$ cat src/rtl/xtlb_pkg.sv
package xtlb_pkg;
  localparam int VA_W   = 32;
  localparam int OFS_W  = 12;
  localparam int PN_W   = VA_W - OFS_W;
  localparam int ASID_W = 4;

  localparam logic [31:0] CTRL_RST     = 32'h0400_0000;
  localparam int          CTRL_IDX_LSB = 8;
  localparam int          EPN_VLD_BIT  = 9;

  localparam int ATTR_SV_BIT = 0;
  localparam int ATTR_WT_BIT = 1;
  localparam int ATTR_SZ_LSB = 2;
  localparam int ATTR_G_BIT  = 4;

  localparam logic [2:0] SEL_CTRL = 3'd0;
  localparam logic [2:0] SEL_CTX  = 3'd1;
  localparam logic [2:0] SEL_EPN  = 3'd2;
  localparam logic [2:0] SEL_ATTR = 3'd3;
  localparam logic [2:0] SEL_RPN  = 3'd4;

  typedef enum logic [1:0] {
    SZ_4K   = 2'b00,
    SZ_512K = 2'b01,
    SZ_RSVD = 2'b10,
    SZ_8M   = 2'b11
  } pg_size_e;

  typedef struct packed {
    logic [PN_W-1:0]   epn;
    logic [ASID_W-1:0] asid;
    pg_size_e          psize;
    logic              guarded;
    logic              wthru;
    logic [PN_W-1:0]   rpn;
  } xtlb_entry_t;

  // Page-number bits that take part in the compare, per page size.
  function automatic logic [PN_W-1:0] page_mask(input pg_size_e sz);
    logic [PN_W-1:0] m;
    case (sz)
      SZ_512K: m = {{(PN_W-7){1'b1}}, 7'b0};
      SZ_8M:   m = {{(PN_W-11){1'b1}}, 11'b0};
      default: m = '1;
    endcase
    return m;
  endfunction
endpackage

$ cat src/rtl/xtlb_stage_regs.sv
module xtlb_stage_regs
  import xtlb_pkg::*;
#(
  parameter int IDX_W = 5
) (
  input  logic              clk,
  input  logic              rst,
  input  logic              wr_en,
  input  logic [2:0]        wr_sel,
  input  logic [31:0]       wr_data,
  input  logic [2:0]        rd_sel,
  output logic [31:0]       rd_data,
  input  logic              miss_cap,
  input  logic [PN_W-1:0]   miss_vpn,
  output logic              commit,
  output logic [IDX_W-1:0]  commit_idx,
  output xtlb_entry_t       commit_ent,
  output logic              commit_live,
  output logic [ASID_W-1:0] ctx_asid,
  output logic [31:0]       epn_q
);
  logic [31:0]       ctrl_q;
  logic [ASID_W-1:0] ctx_q;
  logic [4:0]        attr_q;
  logic [PN_W-1:0]   rpn_q;
  logic              wr_ctrl, wr_ctx, wr_epn, wr_attr, wr_rpn;
  logic [31:0]       epn_wmask;

  assign wr_ctrl = wr_en && (wr_sel == SEL_CTRL);
  assign wr_ctx  = wr_en && (wr_sel == SEL_CTX);
  assign wr_epn  = wr_en && (wr_sel == SEL_EPN);
  assign wr_attr = wr_en && (wr_sel == SEL_ATTR);
  assign wr_rpn  = wr_en && (wr_sel == SEL_RPN);

  assign epn_wmask = {{PN_W{1'b1}}, 2'b00, 1'b1, 5'b0, {ASID_W{1'b1}}};

  always_ff @(posedge clk) begin
    if (rst) begin
      ctrl_q <= CTRL_RST;
      ctx_q  <= '0;
    end else begin
      if (wr_ctrl) ctrl_q <= wr_data;
      if (wr_ctx)  ctx_q  <= wr_data[ASID_W-1:0];
    end
  end

  // Staging registers carry no defined reset value.
  always_ff @(posedge clk) begin
    if (wr_epn)
      epn_q <= wr_data & epn_wmask;
    else if (miss_cap)
      epn_q <= {miss_vpn, 2'b00, 1'b0, 5'b0, ctx_q};
    if (wr_attr) attr_q <= wr_data[4:0];
    if (wr_rpn)  rpn_q  <= wr_data[31:OFS_W];
  end

  always_ff @(posedge clk) begin
    if (rst) begin
      rd_data <= '0;
    end else begin
      case (rd_sel)
        SEL_CTRL: rd_data <= ctrl_q;
        SEL_CTX:  rd_data <= {{(32-ASID_W){1'b0}}, ctx_q};
        SEL_EPN:  rd_data <= epn_q;
        SEL_ATTR: rd_data <= {27'b0, attr_q};
        SEL_RPN:  rd_data <= {rpn_q, {OFS_W{1'b0}}};
        default:  rd_data <= '0;
      endcase
    end
  end

  assign commit      = wr_rpn;
  assign commit_idx  = ctrl_q[CTRL_IDX_LSB +: IDX_W];
  assign commit_live = epn_q[EPN_VLD_BIT] && attr_q[ATTR_SV_BIT];
  assign ctx_asid    = ctx_q;

  always_comb begin
    commit_ent.epn     = epn_q[31:OFS_W];
    commit_ent.asid    = epn_q[ASID_W-1:0];
    commit_ent.psize   = pg_size_e'(attr_q[ATTR_SZ_LSB +: 2]);
    commit_ent.guarded = attr_q[ATTR_G_BIT];
    commit_ent.wthru   = attr_q[ATTR_WT_BIT];
    commit_ent.rpn     = wr_data[31:OFS_W];
  end
endmodule

$ cat src/rtl/xtlb_entry_array.sv
module xtlb_entry_array
  import xtlb_pkg::*;
#(
  parameter int ENTRIES = 32,
  parameter int IDX_W   = 5
) (
  input  logic              clk,
  input  logic              rst,
  input  logic              commit,
  input  logic [IDX_W-1:0]  commit_idx,
  input  xtlb_entry_t       commit_ent,
  input  logic              commit_live,
  input  logic [PN_W-1:0]   lk_vpn,
  input  logic [ASID_W-1:0] ctx_asid,
  output logic [ENTRIES-1:0] match_o,
  output xtlb_entry_t       ent_q [ENTRIES]
);
  logic [ENTRIES-1:0] live_q;

  always_ff @(posedge clk) begin
    if (rst) live_q <= '0;
    else if (commit) live_q[commit_idx] <= commit_live;
  end

  // Payload has no reset so it can map onto distributed memory.
  always_ff @(posedge clk) begin
    if (commit) ent_q[commit_idx] <= commit_ent;
  end

  for (genvar e = 0; e < ENTRIES; e++) begin : g_ent
    logic [PN_W-1:0] cmp_mask;
    assign cmp_mask   = page_mask(ent_q[e].psize);
    assign match_o[e] = live_q[e] && (ent_q[e].asid == ctx_asid) &&
                        (((ent_q[e].epn ^ lk_vpn) & cmp_mask) == '0);
  end
endmodule

$ cat src/rtl/xtlb_lookup.sv
module xtlb_lookup
  import xtlb_pkg::*;
#(
  parameter int ENTRIES = 32,
  parameter int IDX_W   = 5
) (
  input  logic               clk,
  input  logic               rst,
  input  logic               req,
  input  logic [VA_W-1:0]    vaddr,
  input  logic [ENTRIES-1:0] match_i,
  input  xtlb_entry_t        ent_i [ENTRIES],
  output logic               miss_cap,
  output logic               done,
  output logic               hit,
  output logic [VA_W-1:0]    paddr,
  output logic               guarded,
  output logic               wthru
);
  logic             any_c;
  logic [IDX_W-1:0] win_c;
  xtlb_entry_t      sel_c;
  logic [VA_W-1:0]  amask_c;
  logic [VA_W-1:0]  pa_c;

  // Lowest matching index wins.
  always_comb begin
    any_c = 1'b0;
    win_c = '0;
    for (int i = ENTRIES - 1; i >= 0; i--) begin
      if (match_i[i]) begin
        any_c = 1'b1;
        win_c = IDX_W'(i);
      end
    end
  end

  always_comb begin
    sel_c   = ent_i[win_c];
    amask_c = {page_mask(sel_c.psize), {OFS_W{1'b0}}};
    pa_c    = ({sel_c.rpn, {OFS_W{1'b0}}} & amask_c) | (vaddr & ~amask_c);
  end

  assign miss_cap = req && !any_c;

  always_ff @(posedge clk) begin
    if (rst) begin
      done    <= 1'b0;
      hit     <= 1'b0;
      paddr   <= '0;
      guarded <= 1'b0;
      wthru   <= 1'b0;
    end else begin
      done    <= req;
      hit     <= req && any_c;
      paddr   <= (req && any_c) ? pa_c : '0;
      guarded <= req && any_c && sel_c.guarded;
      wthru   <= req && any_c && sel_c.wthru;
    end
  end
endmodule

$ cat src/rtl/xtlb_top.sv
module xtlb_top
  import xtlb_pkg::*;
#(
  parameter int ENTRIES = 32,
  localparam int IDX_W  = (ENTRIES > 1) ? $clog2(ENTRIES) : 1
) (
  input  logic        clk,
  input  logic        rst,
  input  logic        reg_wr_en,
  input  logic [2:0]  reg_wr_sel,
  input  logic [31:0] reg_wr_data,
  input  logic [2:0]  reg_rd_sel,
  output logic [31:0] reg_rd_data,
  input  logic        lk_req,
  input  logic [31:0] lk_addr,
  output logic        lk_done,
  output logic        lk_hit,
  output logic [31:0] lk_paddr,
  output logic        lk_guarded,
  output logic        lk_wthru
);
  logic               commit, commit_live, miss_cap, epn_wr;
  logic [IDX_W-1:0]   commit_idx;
  xtlb_entry_t        commit_ent;
  logic [ASID_W-1:0]  ctx_asid;
  logic [31:0]        stage_epn;
  logic [ENTRIES-1:0] match_vec;
  xtlb_entry_t        ents [ENTRIES];

  assign epn_wr = reg_wr_en && (reg_wr_sel == SEL_EPN);

  xtlb_stage_regs #(.IDX_W(IDX_W)) u_regs (
    .clk(clk), .rst(rst),
    .wr_en(reg_wr_en), .wr_sel(reg_wr_sel), .wr_data(reg_wr_data),
    .rd_sel(reg_rd_sel), .rd_data(reg_rd_data),
    .miss_cap(miss_cap), .miss_vpn(lk_addr[31:OFS_W]),
    .commit(commit), .commit_idx(commit_idx), .commit_ent(commit_ent),
    .commit_live(commit_live), .ctx_asid(ctx_asid), .epn_q(stage_epn)
  );

  xtlb_entry_array #(.ENTRIES(ENTRIES), .IDX_W(IDX_W)) u_arr (
    .clk(clk), .rst(rst),
    .commit(commit), .commit_idx(commit_idx), .commit_ent(commit_ent),
    .commit_live(commit_live), .lk_vpn(lk_addr[31:OFS_W]),
    .ctx_asid(ctx_asid), .match_o(match_vec), .ent_q(ents)
  );

  xtlb_lookup #(.ENTRIES(ENTRIES), .IDX_W(IDX_W)) u_lk (
    .clk(clk), .rst(rst),
    .req(lk_req), .vaddr(lk_addr), .match_i(match_vec), .ent_i(ents),
    .miss_cap(miss_cap), .done(lk_done), .hit(lk_hit), .paddr(lk_paddr),
    .guarded(lk_guarded), .wthru(lk_wthru)
  );
endmodule

$ cat config.mk
export PLATFORM = sky130hd
export DESIGN_NAME = xtlb_top
export DESIGN_NICKNAME = d
export VERILOG_FILES = /design/src/rtl/xtlb_pkg.sv /design/src/rtl/xtlb_stage_regs.sv /design/src/rtl/xtlb_entry_array.sv /design/src/rtl/xtlb_lookup.sv /design/src/rtl/xtlb_top.sv
export SDC_FILE = /design/constraint.sdc
export NUM_CORES = 2
export LEC_CHECK = 0
export ABC_AREA = 1
export BUFFER_PORTS_ARGS = -buffer_cell sky130_fd_sc_hd__buf_2
export CAP_MARGIN = 10
export CORE_MARGIN = 4
export CORE_UTILIZATION = 47
export DETAILED_ROUTE_END_ITERATION = 10
export SLEW_MARGIN = 20
export SYNTH_ARGS = -nofsm -noshare
export SYNTH_HDL_FRONTEND = slang
export SYNTH_SLANG_ARGS = --single-unit
$ cat constraint.sdc
create_clock -name clk -period 6.2 [get_ports clk]
set_input_delay 0.93 -clock clk [delete_from_list [all_inputs] [get_ports clk]]
set_output_delay 0.93 -clock clk [all_outputs]
set_load 0.05 [all_outputs]
* Word level (Yosys, flattened, before mapping)
Index checks and enable logic that the tools add are counted.
** Word-level totals
- Register bits after elaboration :: 1722
- Output and inout bits :: 68
- Logic and storage cells :: 608
** Cells by class
- Order comparisons :: 5
- Eq/ne operators :: 106
- Mux-type cells :: 109
- Bitwise operators :: 71
- Reductions and logical operators :: 113
** Operator list (number)
- bitwise mux 1536 bit :: 1
- case mux 11 bit (2 select lines) :: 33
- bitwise AND 20 bit :: 32
- zero test 20 bit :: 32
- bitwise XOR 20 bit :: 32
- binary-select mux 48 bit (select 5 bit) :: 1
- demux 48 bit (select 5 bit) :: 1
- 2-to-1 mux 5 bit :: 32
- case mux 32 bit (5 select lines) :: 1
- equality test 4 bit :: 32
- logical AND 1 bit :: 76
- equality test 2 x 1 -> 1 bit, second input constant :: 33
- equality test 2 bit, second input constant :: 33
- bitwise AND 32 bit :: 2
- 2-to-1 mux 32 bit :: 2
- 2-to-1 mux 24 bit :: 2
- 2-to-1 mux 48 bit :: 1
- 2-to-1 mux 1 bit :: 33
- bitwise mux 32 bit :: 1
- NOT 32 bit :: 1
- bitwise OR 32 bit :: 1
- equality test 3 x 2 -> 1 bit, second input constant :: 4
- greater-or-equal comparator 6 bit, second input constant :: 2
- NOT 5 -> 6 bit :: 2
- 11 further kinds :: 14

* Longest topological paths before layout
- Depth after elaboration :: 46
- Gate-level depth with buffers :: 53
- Depth with buffers taken out :: 50

* Modules after synthesis
From an unflattened synthesis, not the netlist that was laid out.
** Unflattened totals
- Cells, all modules :: 7369
- Area total of the unflattened synthesis :: 75871.5 um2
** Modules (own cells, without submodules)
- xtlb_entry_array :: times used 1, cells an instance 4796, area an instance 60697.0 um2, seq. area each 46764.9 um2
- xtlb_lookup :: times used 1, cells an instance 1976, area an instance 9892.0 um2, seq. area each 720.7 um2
- xtlb_stage_regs :: times used 1, cells an instance 597, area an instance 5282.6 um2, seq. area each 2862.7 um2

* Least setup slack after synthesis
Ideal clock, no wire load.
- Path type :: input to register
- Start point :: input reg_wr_sel[0]
- End point :: register u_arr.live_q[17]
- Library setup time :: 0.081 ns
- Arrival :: 5.745 ns
- Slack :: 0.374 ns
- Stages on the path :: 7
- Buffers on the path :: 0
- Cells stage by stage :: nor2_1 inv_1 nor3_1 nand3_1 nor2_1 o21ai_0 a21oi_1
** Between the ends
- Cells in the longest elaborated chain, start to end :: 2
** RTL lines
- start, declared :: line xtlb_top.sv:10 : input logic [2:0] reg_wr_sel,
- equality test 3 bit :: line xtlb_stage_regs.sv:33 : assign wr_rpn = wr_en && (wr_sel == SEL_RPN);
- logical AND 1 bit :: line xtlb_stage_regs.sv:33
- named net commit :: line xtlb_top.sv:22 : logic commit, commit_live, miss_cap, epn_wr;
- end signal, assigned by index :: line xtlb_entry_array.sv:22 : else if (commit) live_q[commit_idx] <= commit_live;
- end, declared :: line xtlb_entry_array.sv:18 : logic [ENTRIES-1:0] live_q;
The timed path passes the listed nets, and every way through them passes these cells.
A chain may end at the register's enable or synchronous reset.

* Worst setup path in the final report
- Start point :: register u_regs.ctx_q[1], in the netlist u_regs.ctx_asid[1]
- End point :: register u_lk.paddr[21]
** Between the ends
- Cells in the longest elaborated chain, start to end :: 44
- Elaborated cells on any way between the ends :: 174
** RTL lines
- start, declared :: line xtlb_stage_regs.sv:23 : logic [ASID_W-1:0] ctx_q;
- start signal, assigned :: line xtlb_stage_regs.sv:43 : if (wr_ctx) ctx_q <= wr_data[ASID_W-1:0];
- equality test 4 bit :: line xtlb_entry_array.sv:33 : assign match_o[e] = live_q[e] && (ent_q[e].asid == ctx_asid) &&
- logical AND 1 bit (2 in series) :: line xtlb_entry_array.sv:33
- 2-to-1 mux 5 bit (32 in series) :: line xtlb_lookup.sv:31 : if (match_i[i]) begin
- NOT 5 -> 6 bit (implied by the code) :: line xtlb_lookup.sv:39 : sel_c = ent_i[win_c];
- binary-select mux 48 bit (select 5 bit) :: line xtlb_lookup.sv:39
- 2-to-1 mux 24 bit (implied by the code) (2 in series) :: line xtlb_lookup.sv:39
- equality test 2 bit or equality test 2 x 1 -> 1 bit (tied branches) :: line xtlb_pkg.sv:41 : case (sz)
- case mux 11 bit (2 select lines) :: line xtlb_pkg.sv:41
- NOT 32 bit :: line xtlb_lookup.sv:41 : pa_c = ({sel_c.rpn, {OFS_W{1'b0}}} & amask_c) | (vaddr & ~amask_c);
- bitwise AND 32 bit :: line xtlb_lookup.sv:41
- bitwise OR 32 bit :: line xtlb_lookup.sv:41
- end signal, assigned :: line xtlb_lookup.sv:56 : paddr <= (req && any_c) ? pa_c : '0;
- end, declared :: line xtlb_lookup.sv:16 : output logic [VA_W-1:0] paddr,
Parallel ways exist; a longest one is shown, timed or not. The select of a mux whose other input is x is not followed.

==> results.md <==
* Status: complete, no violations
* CP max stage cell: nor4_1
* R2R depth at 43
* Crit path top cell by count: nand2_1
* Worst stage delay on the critical path at 590 ps
* Fillers at 13270
* Die Y at 407 µm
* Syn. warnings at 0
* Cell depth of the worst setup path at 43
* Power per Cell Area at 288 mW/mm²
* Worst Setup SP: u_regs.ctx_asid[1]$_SDFFE_PP0P_
* RSZ-0062 raised after global routing: no
* Total number of vias at roughly 55000
* Post-cts sizing count at 0
* First-pass iteration count of the detailed router at 7
* Gr ovfl total at 0
* Synth unique cells at 60
* Gpl congestion at around 0.92
* Setup TNS Final at 0 ps
* Root Buffer: clkbuf_16
* Largest net degree at the start of global routing at 72
* Finished Core Util at 0.544
* Top delay family on crit path: simple AND/OR/NAND/NOR gates
* Number of synthesized flops with an enable pin at approximately 1600
* Clock transition at path regs at 60 ps
* Worst R2R Start: u_regs.ctx_asid[1]$_SDFFE_PP0P_
* Flops & latches, synth at 1722
* CTS Buffer Depth at 3
* Startpoint types: register
* Gate Count Post-Synth at 6567
* WP data arrival at ~6500 ps
* Dpl ws at 23.2 ps
* Dpl hpwl at 156000 µm
* Max Fanout on Critical Path at 51
* Row count at 146
* Net Count, Synth at 6641
* Post-Syn Area at around 0.075 mm²
* FF/Latch Area at 0.0504 mm²
* Multi-input logic area at 0.0213 mm²
* Critical path required time at 6960 ps
* Clock skew at 32.3 ps
* DRT antenna net count at 0
* Die area at around 0.17 mm²
* # clock sinks at between 1500 and 2000
* Synth Flop Type: edfxtp_1
* Initial Util at 0.473
* First-pass GRT wire length at approximately 370000 µm
* Syn-to-layout area delta at 15.0%
* Final WS setup at 500 ps
* Initial DRC Count at approximately 7700
* Worst Setup Path Type: register to register
* Fmax at ~180 MHz
* Worst-Margin Slew at around 1200 ps
* Antenna violations before repair at 23
* Final WL at 257000 µm
* Most frequent cells in the layout: edfxtp_1 (1586), nand2_1 (1126), nand3_1 (553)
* Worst setup endpoint: u_lk.paddr[21]$_SDFF_PP0_
* Post-layout nets at 6966
* Reg2reg end: u_lk.paddr[21]$_SDFF_PP0_
* Final number of setup-violating endpoints at 0
* PortBufs at 141
* Avg WL per Cell at 28.2 µm
* Layout cells sized above 1 at 0.131
* Commonest non-fill, non-tap cell in the layout: edfxtp_1
* CTS tree: done
* Postcts setup bufs at 0
* Final worst-path cycle share at 0.919
* Pleak at 31.4 nW
* Async set or reset register ratio after synthesis at 0
* Syn avg cell area at 11.4 µm²
* WP buf/inv at 2
* Htree depth at 4
* DRC at 0
* Register area share after synthesis at 0.672
* Tmin final at 5700 ps
* R2R setup slack at between 400 and 500 ps
* Vias in the first global route at 51329
* Slew Limit Fails at 0
* All-Layer GR Usage at 0.302
* Final Hold Viols at 0
* Clock latency at the later pin of the worst-skew pair at 830 ps
* Core area at 0.158 mm²
* Hold Crit Class: primary input to register
* Post-cts hold buffer count at 0
* # IOs at 142
* CP Capture Type: register
* Max IR drop VDD at ~0.28 mV
* Max-Cap Viols at 0
* Num CTS Buffers at approximately 180
* Vias/cell at 6.03
* Slew margin rel. at 0.228
* Die Span X at around 410 µm
[worst min path at each step]
| stage | cells after the start | slack, ps | start | end |
|---|---|---|---|---|
| 4_1_cts | 1 | 260 | reg_wr_data[4] | u_regs.attr_q[4]$_DFFE_PP_ |
| 5_1_grt | 1 | 280 | reg_wr_data[4] | u_regs.attr_q[4]$_DFFE_PP_ |
| 3_5_place_dp | 2 | 440 | u_regs.ctrl_q[7]$_SDFFE_PP0P_ | u_regs.rd_data[7]$_SDFF_PP0_ |
| 3_3_place_gp | 2 | 440 | u_regs.ctrl_q[7]$_SDFFE_PP0P_ | u_regs.rd_data[7]$_SDFF_PP0_ |
| 2_1_floorplan | 2 | 430 | u_regs.ctrl_q[5]$_SDFFE_PP0P_ | u_regs.rd_data[5]$_SDFF_PP0_ |
| 6_report | 1 | 300 | reg_wr_data[4] | u_regs.attr_q[4]$_DFFE_PP_ |
[synthesized netlist by cell type (all sizes together), types with 34 or more instances]
master   number  area share
a21oi       212       0.014
buf         242       0.020
clkbuf      105      0.0053
dfxtp       136       0.036
edfxtp     1586        0.64
inv         460       0.023
nand2      1134       0.057
nand3       556       0.037
nand4       133       0.011
nor2        558       0.028
nor3         86      0.0057
nor4         96      0.0080
o2111ai      34      0.0040
o211ai       48      0.0048
o21ai       412       0.028
o22ai        94      0.0078
or2          91      0.0076
xnor2       126       0.015
xor2        249       0.029
[stage by stage]
stage / cells / instance area [µm²] / hold slack (ps) / total power (W)
final: 9122 / 86200 / 303 / 0.0248
after global routing: 9116 / 86100 / 281 / 0.0254
after CTS: 9111 / 86000 / 257 / 0.0249
after detailed placement: 8781 / 80200 / 437 / 0.0142
after global placement: 8776 / 80100 / 440 / 0.0142
after floorplan: 6567 / 74900 / 425 / 0.0136
[cells by family after synthesis]
kind of cell | synth area share
mux | 0.000301
simple gates | 0.162
flops | 0.672
compound gates | 0.0730
xor+xnor | 0.0438
buf+inv | 0.0487
[flip-flops by register name, indices dropped and copies added, names as in the netlist, 4 cells and up]
signal / count
u_regs.epn_q: 25
u_regs.ctx_asid: 4
u_arr.live_q: 32
u_regs.rd_data: 32
u_regs.rpn_q: 20
u_regs.ctrl_q: 32
u_arr.ent_q: 1536
u_lk.paddr: 32
u_regs.attr_q: 5
[worst reg2reg max path: cells and delay by family, from the launching register on]
kind / cells / cell delay [ps]
simple gates: 41 / 4420
flops: 1 / 350
buf+inv: 2 / 850
[per-layer routing]
layer  vias to the layer above  track usage  routed length (µm)
li1                      24006            -                   -
met3                       532       0.0578               30900
met2                      3377        0.453              112000
met1                     27051        0.445              105000
met5                         -            0                  42
met4                         6        0.101                8930
[area by class of cell]
| type | instances | area share |
|---|---|---|
| diodes | 7 | 0.000203 |
| clock buffers | 262 | 0.0584 |
| clock inverters | 68 | 0.00967 |
| inverters | 463 | 0.0203 |
| multi-input cells | 4035 | 0.247 |
| flip-flops and latches | 1722 | 0.584 |
| well taps | 2072 | 0.0301 |
| repair buffers | 493 | 0.0502 |
[report_power, final]
part | total, W | leakage (nW) | internal [W] | switching, W
logic | 0.00117 | 13.2 | 0.000275 | 0.000897
clock network | 0.0108 | 2.85 | 0.00617 | 0.00460
registers | 0.0128 | 15.4 | 0.0128 | 0.0000550
Power figures use the tool's default switching activity.
